<file path="config.mk">
export PLATFORM = sky130hd
export DESIGN_NAME = flash_rdprot_reg
export DESIGN_NICKNAME = d
export VERILOG_FILES = /design/src/rtl/flash_rdprot_pkg.sv /design/src/rtl/frp_live_mask.sv /design/src/rtl/frp_nv_store.sv /design/src/rtl/frp_access_check.sv /design/src/rtl/flash_rdprot_reg.sv
export SDC_FILE = /design/constraint.sdc
export NUM_CORES = 1
export LEC_CHECK = 0
export BUFFER_PORTS_ARGS = -buffer_cell sky130_fd_sc_hd__buf_2
export CORE_MARGIN = 2
export CORE_UTILIZATION = 49
export DETAILED_ROUTE_END_ITERATION = 8
export GPL_TIMING_DRIVEN = 0
export PLACE_DENSITY_LB_ADDON = 0.1
export SLEW_MARGIN = 20
export SYNTH_ARGS = -nofsm -noshare
export SYNTH_HDL_FRONTEND = slang
export SYNTH_SLANG_ARGS = --single-unit
</file>
<file path="constraint.sdc">
create_clock -name clk -period 2.4 [get_ports clk]
set_clock_uncertainty 0.15 [all_clocks]
set_input_delay 0.24 -clock clk [delete_from_list [all_inputs] [get_ports clk]]
set_output_delay 0.24 -clock clk [all_outputs]
set_load 0.01 [all_outputs]
</file>
<file path="src/rtl/flash_rdprot_pkg.sv">
package flash_rdprot_pkg;

    typedef enum logic [1:0] {
        LIVE_HOLD   = 2'd0,
        LIVE_RELOAD = 2'd1,
        LIVE_CLEAR  = 2'd2
    } live_op_e;

endpackage

</file>
<file path="src/rtl/frp_live_mask.sv">
module frp_live_mask
    import flash_rdprot_pkg::*;
#(
    parameter int unsigned NUM_BLOCKS = 32
) (
    input  logic                  clk,
    input  live_op_e              op,
    input  logic [NUM_BLOCKS-1:0] wr_data,
    input  logic [NUM_BLOCKS-1:0] nv_mask,
    output logic [NUM_BLOCKS-1:0] mask_q,
    output logic [NUM_BLOCKS-1:0] mask_nxt
);

    typedef struct packed {
        logic [NUM_BLOCKS-1:0] mask;
    } live_state_t;

    live_state_t st_d, st_q;

    always_comb begin
        st_d = st_q;
        unique case (op)
            LIVE_RELOAD: st_d.mask = nv_mask;
            LIVE_CLEAR:  st_d.mask = st_q.mask & wr_data;
            default:     st_d.mask = st_q.mask;
        endcase
    end

    always_ff @(posedge clk) begin
        st_q <= st_d;
    end

    assign mask_q   = st_q.mask;
    assign mask_nxt = st_d.mask;

endmodule

</file>
<file path="src/rtl/frp_nv_store.sv">
module frp_nv_store #(
    parameter int unsigned NUM_BLOCKS = 32
) (
    input  logic                  clk,
    input  logic                  commit_en,
    input  logic [NUM_BLOCKS-1:0] live_nxt,
    output logic [NUM_BLOCKS-1:0] nv_mask
);

    typedef struct packed {
        logic [NUM_BLOCKS-1:0] mask;
    } nv_state_t;

    nv_state_t nv_d;
    nv_state_t nv_q = '1;

    always_comb begin
        nv_d = nv_q;
        if (commit_en) begin
            nv_d.mask = nv_q.mask & live_nxt;
        end
    end

    always_ff @(posedge clk) begin
        nv_q <= nv_d;
    end

    assign nv_mask = nv_q.mask;

endmodule

</file>
<file path="src/rtl/frp_access_check.sv">
module frp_access_check #(
    parameter int unsigned NUM_BLOCKS  = 32,
    parameter int unsigned BLOCK_BYTES = 2048,
    parameter int unsigned ADDR_W      = 20
) (
    input  logic [ADDR_W-1:0]     chk_addr,
    input  logic [NUM_BLOCKS-1:0] mask,
    output logic                  allow
);

    localparam int unsigned IDX_LSB = $clog2(BLOCK_BYTES);
    localparam int unsigned IDX_W   = $clog2(NUM_BLOCKS);
    localparam int unsigned WIN_MSB = IDX_LSB + IDX_W;

    logic [IDX_W-1:0] blk_idx;
    logic             in_window;

    assign blk_idx = chk_addr[WIN_MSB-1:IDX_LSB];

    generate
        if (ADDR_W > WIN_MSB) begin : g_upper
            assign in_window = (chk_addr[ADDR_W-1:WIN_MSB] == '0);
        end else begin : g_full
            assign in_window = 1'b1;
        end
    endgenerate

    assign allow = in_window && mask[blk_idx];

endmodule

</file>
<file path="src/rtl/flash_rdprot_reg.sv">
module flash_rdprot_reg
    import flash_rdprot_pkg::*;
#(
    parameter int unsigned NUM_BLOCKS  = 32,
    parameter int unsigned BLOCK_BYTES = 2048,
    parameter int unsigned ADDR_W      = 20
) (
    input  logic                  clk,
    input  logic                  por_n,
    input  logic                  sys_rst_n,
    input  logic                  wr_en,
    input  logic [NUM_BLOCKS-1:0] wr_data,
    input  logic                  commit,
    input  logic [ADDR_W-1:0]     chk_addr,
    output logic [NUM_BLOCKS-1:0] rd_data,
    output logic                  chk_allow
);

    localparam longint WIN_BYTES = longint'(NUM_BLOCKS) * longint'(BLOCK_BYTES);

    typedef struct packed {
        live_op_e op;
        logic     commit_en;
    } ctrl_t;

    ctrl_t                 ctrl_d;
    logic [NUM_BLOCKS-1:0] live_mask;
    logic [NUM_BLOCKS-1:0] live_nxt;
    logic [NUM_BLOCKS-1:0] nv_mask;

    always_comb begin
        ctrl_d.op        = LIVE_HOLD;
        ctrl_d.commit_en = 1'b0;
        if (!por_n) begin
            ctrl_d.op = LIVE_RELOAD;
        end else if (sys_rst_n) begin
            if (wr_en) begin
                ctrl_d.op = LIVE_CLEAR;
            end
            ctrl_d.commit_en = commit;
        end
    end

    frp_live_mask #(.NUM_BLOCKS(NUM_BLOCKS)) u_live (
        .clk      (clk),
        .op       (ctrl_d.op),
        .wr_data  (wr_data),
        .nv_mask  (nv_mask),
        .mask_q   (live_mask),
        .mask_nxt (live_nxt)
    );

    frp_nv_store #(.NUM_BLOCKS(NUM_BLOCKS)) u_nv (
        .clk       (clk),
        .commit_en (ctrl_d.commit_en),
        .live_nxt  (live_nxt),
        .nv_mask   (nv_mask)
    );

    frp_access_check #(
        .NUM_BLOCKS  (NUM_BLOCKS),
        .BLOCK_BYTES (BLOCK_BYTES),
        .ADDR_W      (ADDR_W)
    ) u_chk (
        .chk_addr (chk_addr),
        .mask     (live_mask),
        .allow    (chk_allow)
    );

    assign rd_data = live_mask;


    por_load_chk: assert property (@(posedge clk)
        !por_n |=> (live_mask == $past(nv_mask)));


    wr_clear_chk: assert property (@(posedge clk) disable iff (!por_n)
        (wr_en && sys_rst_n) |=> (live_mask == ($past(live_mask) & $past(wr_data))));


    nv_no_rise_chk: assert property (@(posedge clk) disable iff (!por_n)
        ((nv_mask & ~$past(nv_mask)) == '0));


    commit_fold_chk: assert property (@(posedge clk) disable iff (!por_n)
        (commit && sys_rst_n) |=> (nv_mask == ($past(nv_mask) & $past(live_mask) &
                                    ($past(wr_en) ? $past(wr_data) : '1))));


    sysrst_hold_chk: assert property (@(posedge clk) disable iff (!por_n)
        !sys_rst_n |=> ($stable(live_mask) && $stable(nv_mask)));


    oor_deny_chk: assert property (@(posedge clk) disable iff (!por_n)
        (longint'(chk_addr) >= WIN_BYTES) |-> !chk_allow);

endmodule

</file>
=== Word-level counts from Yosys, hierarchy flattened ===
Cells that the tools add are included.

* Flip-flop bits (word level): 64
* Input bits: 57
* Output and inout port bits: 33
* Logic and storage cells: 16

* Order comparisons: 1
* Equality and inequality tests: 2
* Muxes and demuxes: 7
* Bitwise gates (word level): 2
* Reductions and logical operators: 2

{| class="wikitable"
|+ Operators with widths
! operator !! number
|-
| $and 32x32->32 || 2
|-
| $pmux 32 s2 || 1
|-
| $lt 5x6->1 const B || 1
|-
| $bmux 1 s5 || 1
|-
| $logic_not 4->1 || 1
|-
| $mux 2 || 2
|-
| $mux 3 || 1
|-
| $eq 2x1->1 const B || 1
|-
| $eq 2x2->1 const B || 1
|-
| $mux 1 || 2
|-
| $logic_and 1x1->1 || 1
|}

=== Depth between registers and ports, before layout ===
* Depth in word-level cells: 6
* Mapped depth: 5
* Gate-level depth less buffers: 4

=== Hierarchy ===
A second synthesis with hierarchy kept.

* Cells, all modules: 203
* Area, all modules: 2782.7 µm²

{| class="wikitable"
|+ By module, submodules not included
! module !! instances !! cells an instance !! area an instance (µm²) !! seq. area each (µm²)
|-
| frp_live_mask || 1 || 112 || 1285.0 || 640.6
|-
| frp_nv_store || 1 || 64 || 1161.1 || 960.9
|-
| frp_access_check || 1 || 24 || 320.3 || 0.0
|-
| flash_rdprot_reg || 1 || 3 || 16.3 || 0.0
|}

=== Worst setup path after synthesis ===
No wires, ideal clock.

* Path type: in2reg
* Start: input por_n
* End: register u_nv.nv_q, in the netlist u_nv.nv_mask[0], enable pin
* Setup time: 0.392 ns
* Arrival time: 1.563 ns
* Data required time: 1.858 ns
* Setup slack: 0.295 ns
* Cell stages on the path: 3
* Buffers on the path: 2
* Path through: clkbuf_1 clkbuf_1 and3_1

* Longest elaborated chain between the ends: 1

{| class="wikitable"
|+ Ends and longest elaborated chain
! what !! line !! source
|-
| from (decl) || flash_rdprot_reg.sv:9 || <nowiki>input logic por_n,</nowiki>
|-
| $mux 1 || flash_rdprot_reg.sv:34 || <nowiki>if (!por_n) begin</nowiki>
|-
| net u_nv.commit_en || frp_nv_store.sv:5 || <nowiki>input logic commit_en,</nowiki>
|-
| to (signal assigned) || frp_nv_store.sv:25 || <nowiki>nv_q <= nv_d;</nowiki>
|-
| to (decl) || frp_nv_store.sv:15 || <nowiki>nv_state_t nv_q = '1;</nowiki>
|}

The timed path passes the listed nets, and every way through them passes these cells.
A chain may end at the register's enable or synchronous reset.

=== Worst setup path in the final report ===
* Start: register u_live.st_q, in the netlist u_live.mask_q[11]
* End: output chk_allow

* Longest elaborated chain between the ends: 3

{| class="wikitable"
|+ Ends and longest elaborated chain
! what !! line !! source
|-
| from (decl) || frp_live_mask.sv:18 || <nowiki>live_state_t st_d, st_q;</nowiki>
|-
| from (signal assigned) || frp_live_mask.sv:30 || <nowiki>st_q <= st_d;</nowiki>
|-
| $bmux 1 s5 || frp_access_check.sv:28 || <nowiki>assign allow = in_window && mask[blk_idx];</nowiki>
|-
| $mux 1 (implied by the code) || frp_access_check.sv:28 ||
|-
| $logic_and 1x1->1 || frp_access_check.sv:28 ||
|-
| to (decl) || flash_rdprot_reg.sv:16 || <nowiki>output logic chk_allow</nowiki>
|}

Every way passes these cells. The select of a mux whose other input is x is not followed.

==> impl_metrics.json <==
{
  "r2r-end": "u_nv.nv_mask[28]",
  "slew_headroom_pct": 66.6,
  "hold_class": "in -> reg",
  "switching_share_pct": 24.5,
  "path_clk_slew_ns": 0.06,
  "place_ws_ns": 0.304,
  "synth_area_leaders": "edfxtp_1, dfxtp_1, o211ai_1, a21oi_1, o21ai_0",
  "worst-path-max-fanout": 3,
  "p_comb_share_pct": 11.5,
  "first_pass_iters": 4,
  "r2r_start": "u_live.mask_q[28]",
  "grt_usage_pct": 22.0,
  "post_cts_buffers": 0,
  "cts_root_buf": "clkbuf_8",
  "tns_ns": 0,
  "area_growth_pct": 25.0,
  "layout_min_cycle_time_ns": 2.25,
  "io_buffers": 74,
  "cts.path.max_buffers": 2,
  "die_area_um2": 5990,
  "status": "complete, no violations",
  "gp_congestion": 0.768,
  "crit_path_end_kind": "output pin",
  "synth_area_per_cell_um2": 11.4,
  "intPower_mw": 1.79,
  "finalNetCount": 375,
  "finalCoreUtilization_pct": 64.2,
  "finalPower_mw": 2.38,
  "antenna_found_initial": 0,
  "p_per_area_nw_per_um2": 721,
  "yosys.area.top_type_share_pct": 36.4,
  "slowest_delay_ns": 0.49,
  "netlist_area_um2": 2640,
  "fin_hold_ws_ns": 0.0317,
  "synth.distinct_cells": 24,
  "fin_area_um2": 3300,
  "maxCapViolations": 0,
  "drt_iter0_drc": 175,
  "timing.fmax_mhz": 445,
  "htreeDepth": 3,
  "initial_utilization_pct": 51.3,
  "postCtsHoldBufs": 0,
  "cts_tree": "yes",
  "place_inst": 377,
  "die_x_um": 77.4,
  "drcViolationCount": 0,
  "grt_pass1_wl_um": 9930,
  "fill_cells": 450,
  "setup-violations-final": 0,
  "p_switching_mw": 0.584,
  "rsz0062_at_grt": "no",
  "crit_start": "u_live.mask_q[11]",
  "hpwl_um": 4430,
  "r2r_slack_ns": 1.40,
  "drive_gt1_share_pct": 30.7,
  "antenna_left": 0,
  "hold_viol": 0,
  "clkPwrFrac_pct": 36.2,
  "die_y_um": 77.4,
  "postCtsResizedCells": 0,
  "post_dp_cell_area_um2": 3120,
  "finalCritPeriodShare_pct": 93.7,
  "grt_max_degree": 29,
  "worst_pin_slew_ns": 0.500,
  "syn_nets": 289,
  "viasPerCell": 5.40,
  "p_leak_nw": 1.38,
  "reg2regPathDepth": 2,
  "cts.sinks": 64,
  "cp-start-kind": "flop",
  "clk_latency_ns": 0.34,
  "core-area_um2": 5140,
  "num_antenna_cells": 0,
  "ioPinCount": 90,
  "vdd_drop_max_v": 0.000401,
  "cp_cell_sequence": "mux4_2, mux2_2, nor3b_1, a311oi_1, buf_2",
  "drt-total-wl_um": 6240,
  "avgRoutedWirePerCell_um": 15.9,
  "cts_buffers": 9,
  "rows": 26,
  "fin_ws_ns": 0.152,
  "seq_power_share_pct": 52.2,
  "endpoint": "chk_allow",
  "worstSetupPathType": "reg -> out",
  "critPathArrivalTime_ns": 1.86,
  "ys_seq_area_share_pct": 60.7,
  "layout.cells.non_filler": 393,
  "vias": 2121,
  "postSynthCellCount": 232,
  "synth_warnings": 0,
  "required_ns": 2.01,
  "grt_overflow_total": 0,
  "yosysTopAreaCell": "edfxtp_1",
  "report.final.slew_viol_count": 0,
  "ys_ff_latch": 64,
  "grt_pass1_vias": 1996,
  "final_common_cell": "buf_2",
  "crit_path_top_delay_cell": "mux4_2"
}
[routing by layer]
layer	vias up	part of all wire [%]	global-route usage, %
met4	0	1.4	7.86
met1	1016	44	28.8
li1	1033	-	-
met2	62	49	35.4
met3	10	5.3	5.93
met5	-	0	0
[power groups by stage]
stage	Clock, mW	Sequential [mW]	Combinational (mW)
after floorplan	0	1.28	0.135
after global placement	0	1.27	0.270
after detailed placement	0	1.27	0.278
after CTS	0.868	1.24	0.279
after global routing	0.917	1.25	0.305
final	0.861	1.24	0.274
[synthesized netlist by cell type]
master,count
nand4b_1,1
o211ai_1,32
buf_6,1
mux2_2,2
nand3_1,1
a21oi_1,32
buf_4,1
and3_1,1
o31ai_1,1
nor4_1,1
o21ai_0,32
nor3b_1,1
dfxtp_1,32
edfxtp_1,32
nor2_1,1
a311oi_1,1
or2_0,1
buf_1,1
inv_1,32
nand2_1,1
nand3b_1,1
mux4_2,7
mux2i_1,3
clkbuf_1,14
[worst min path at each step]
stage | startpoint | to | cells past startpoint
after floorplan | wr_data[28] | u_live.mask_q[28] | 2
after global placement | u_nv.nv_mask[1] | u_live.mask_q[1] | 2
after detailed placement | u_nv.nv_mask[7] | u_live.mask_q[7] | 2
after CTS | wr_data[23] | u_live.mask_q[23] | 3
after global routing | wr_data[20] | u_live.mask_q[20] | 3
final | wr_data[11] | u_live.mask_q[11] | 3
[critical path, delay by kind of cell, from the launching register on]
family / cells / cell delay [ns]
simple gates: 1 / 0.18
mux: 2 / 0.78
compound gates: 1 / 0.08
flops: 1 / 0.33
buf+inv: 1 / 0.15
[layout make-up]
type / instances / area [um^2] / area share (%)
multi-input cells: 119 / 843 / 25.6
repair buffers: 75 / 390 / 11.8
flip-flops and latches: 64 / 1600 / 48.6
well taps: 70 / 87.6 / 2.66
clock buffers: 16 / 180 / 5.46
inverters: 32 / 120 / 3.64
plain buffers: 17 / 75.1 / 2.28
[sequential cells by signal, summed over array words and instances, names as in the netlist]
register / count
u_live.mask_q: 32
u_nv.nv_mask: 32
[cell families after synthesis]
group,count (synthesis),share of synthesized area (%)
multiplexers,12,7.97
flip-flops,64,60.7
AND/OR/NAND/NOR,9,2.09
buffers and inverters,49,7.40
AO/OA/AOI/OAI,98,21.9
(Power assumes the default switching activity.)
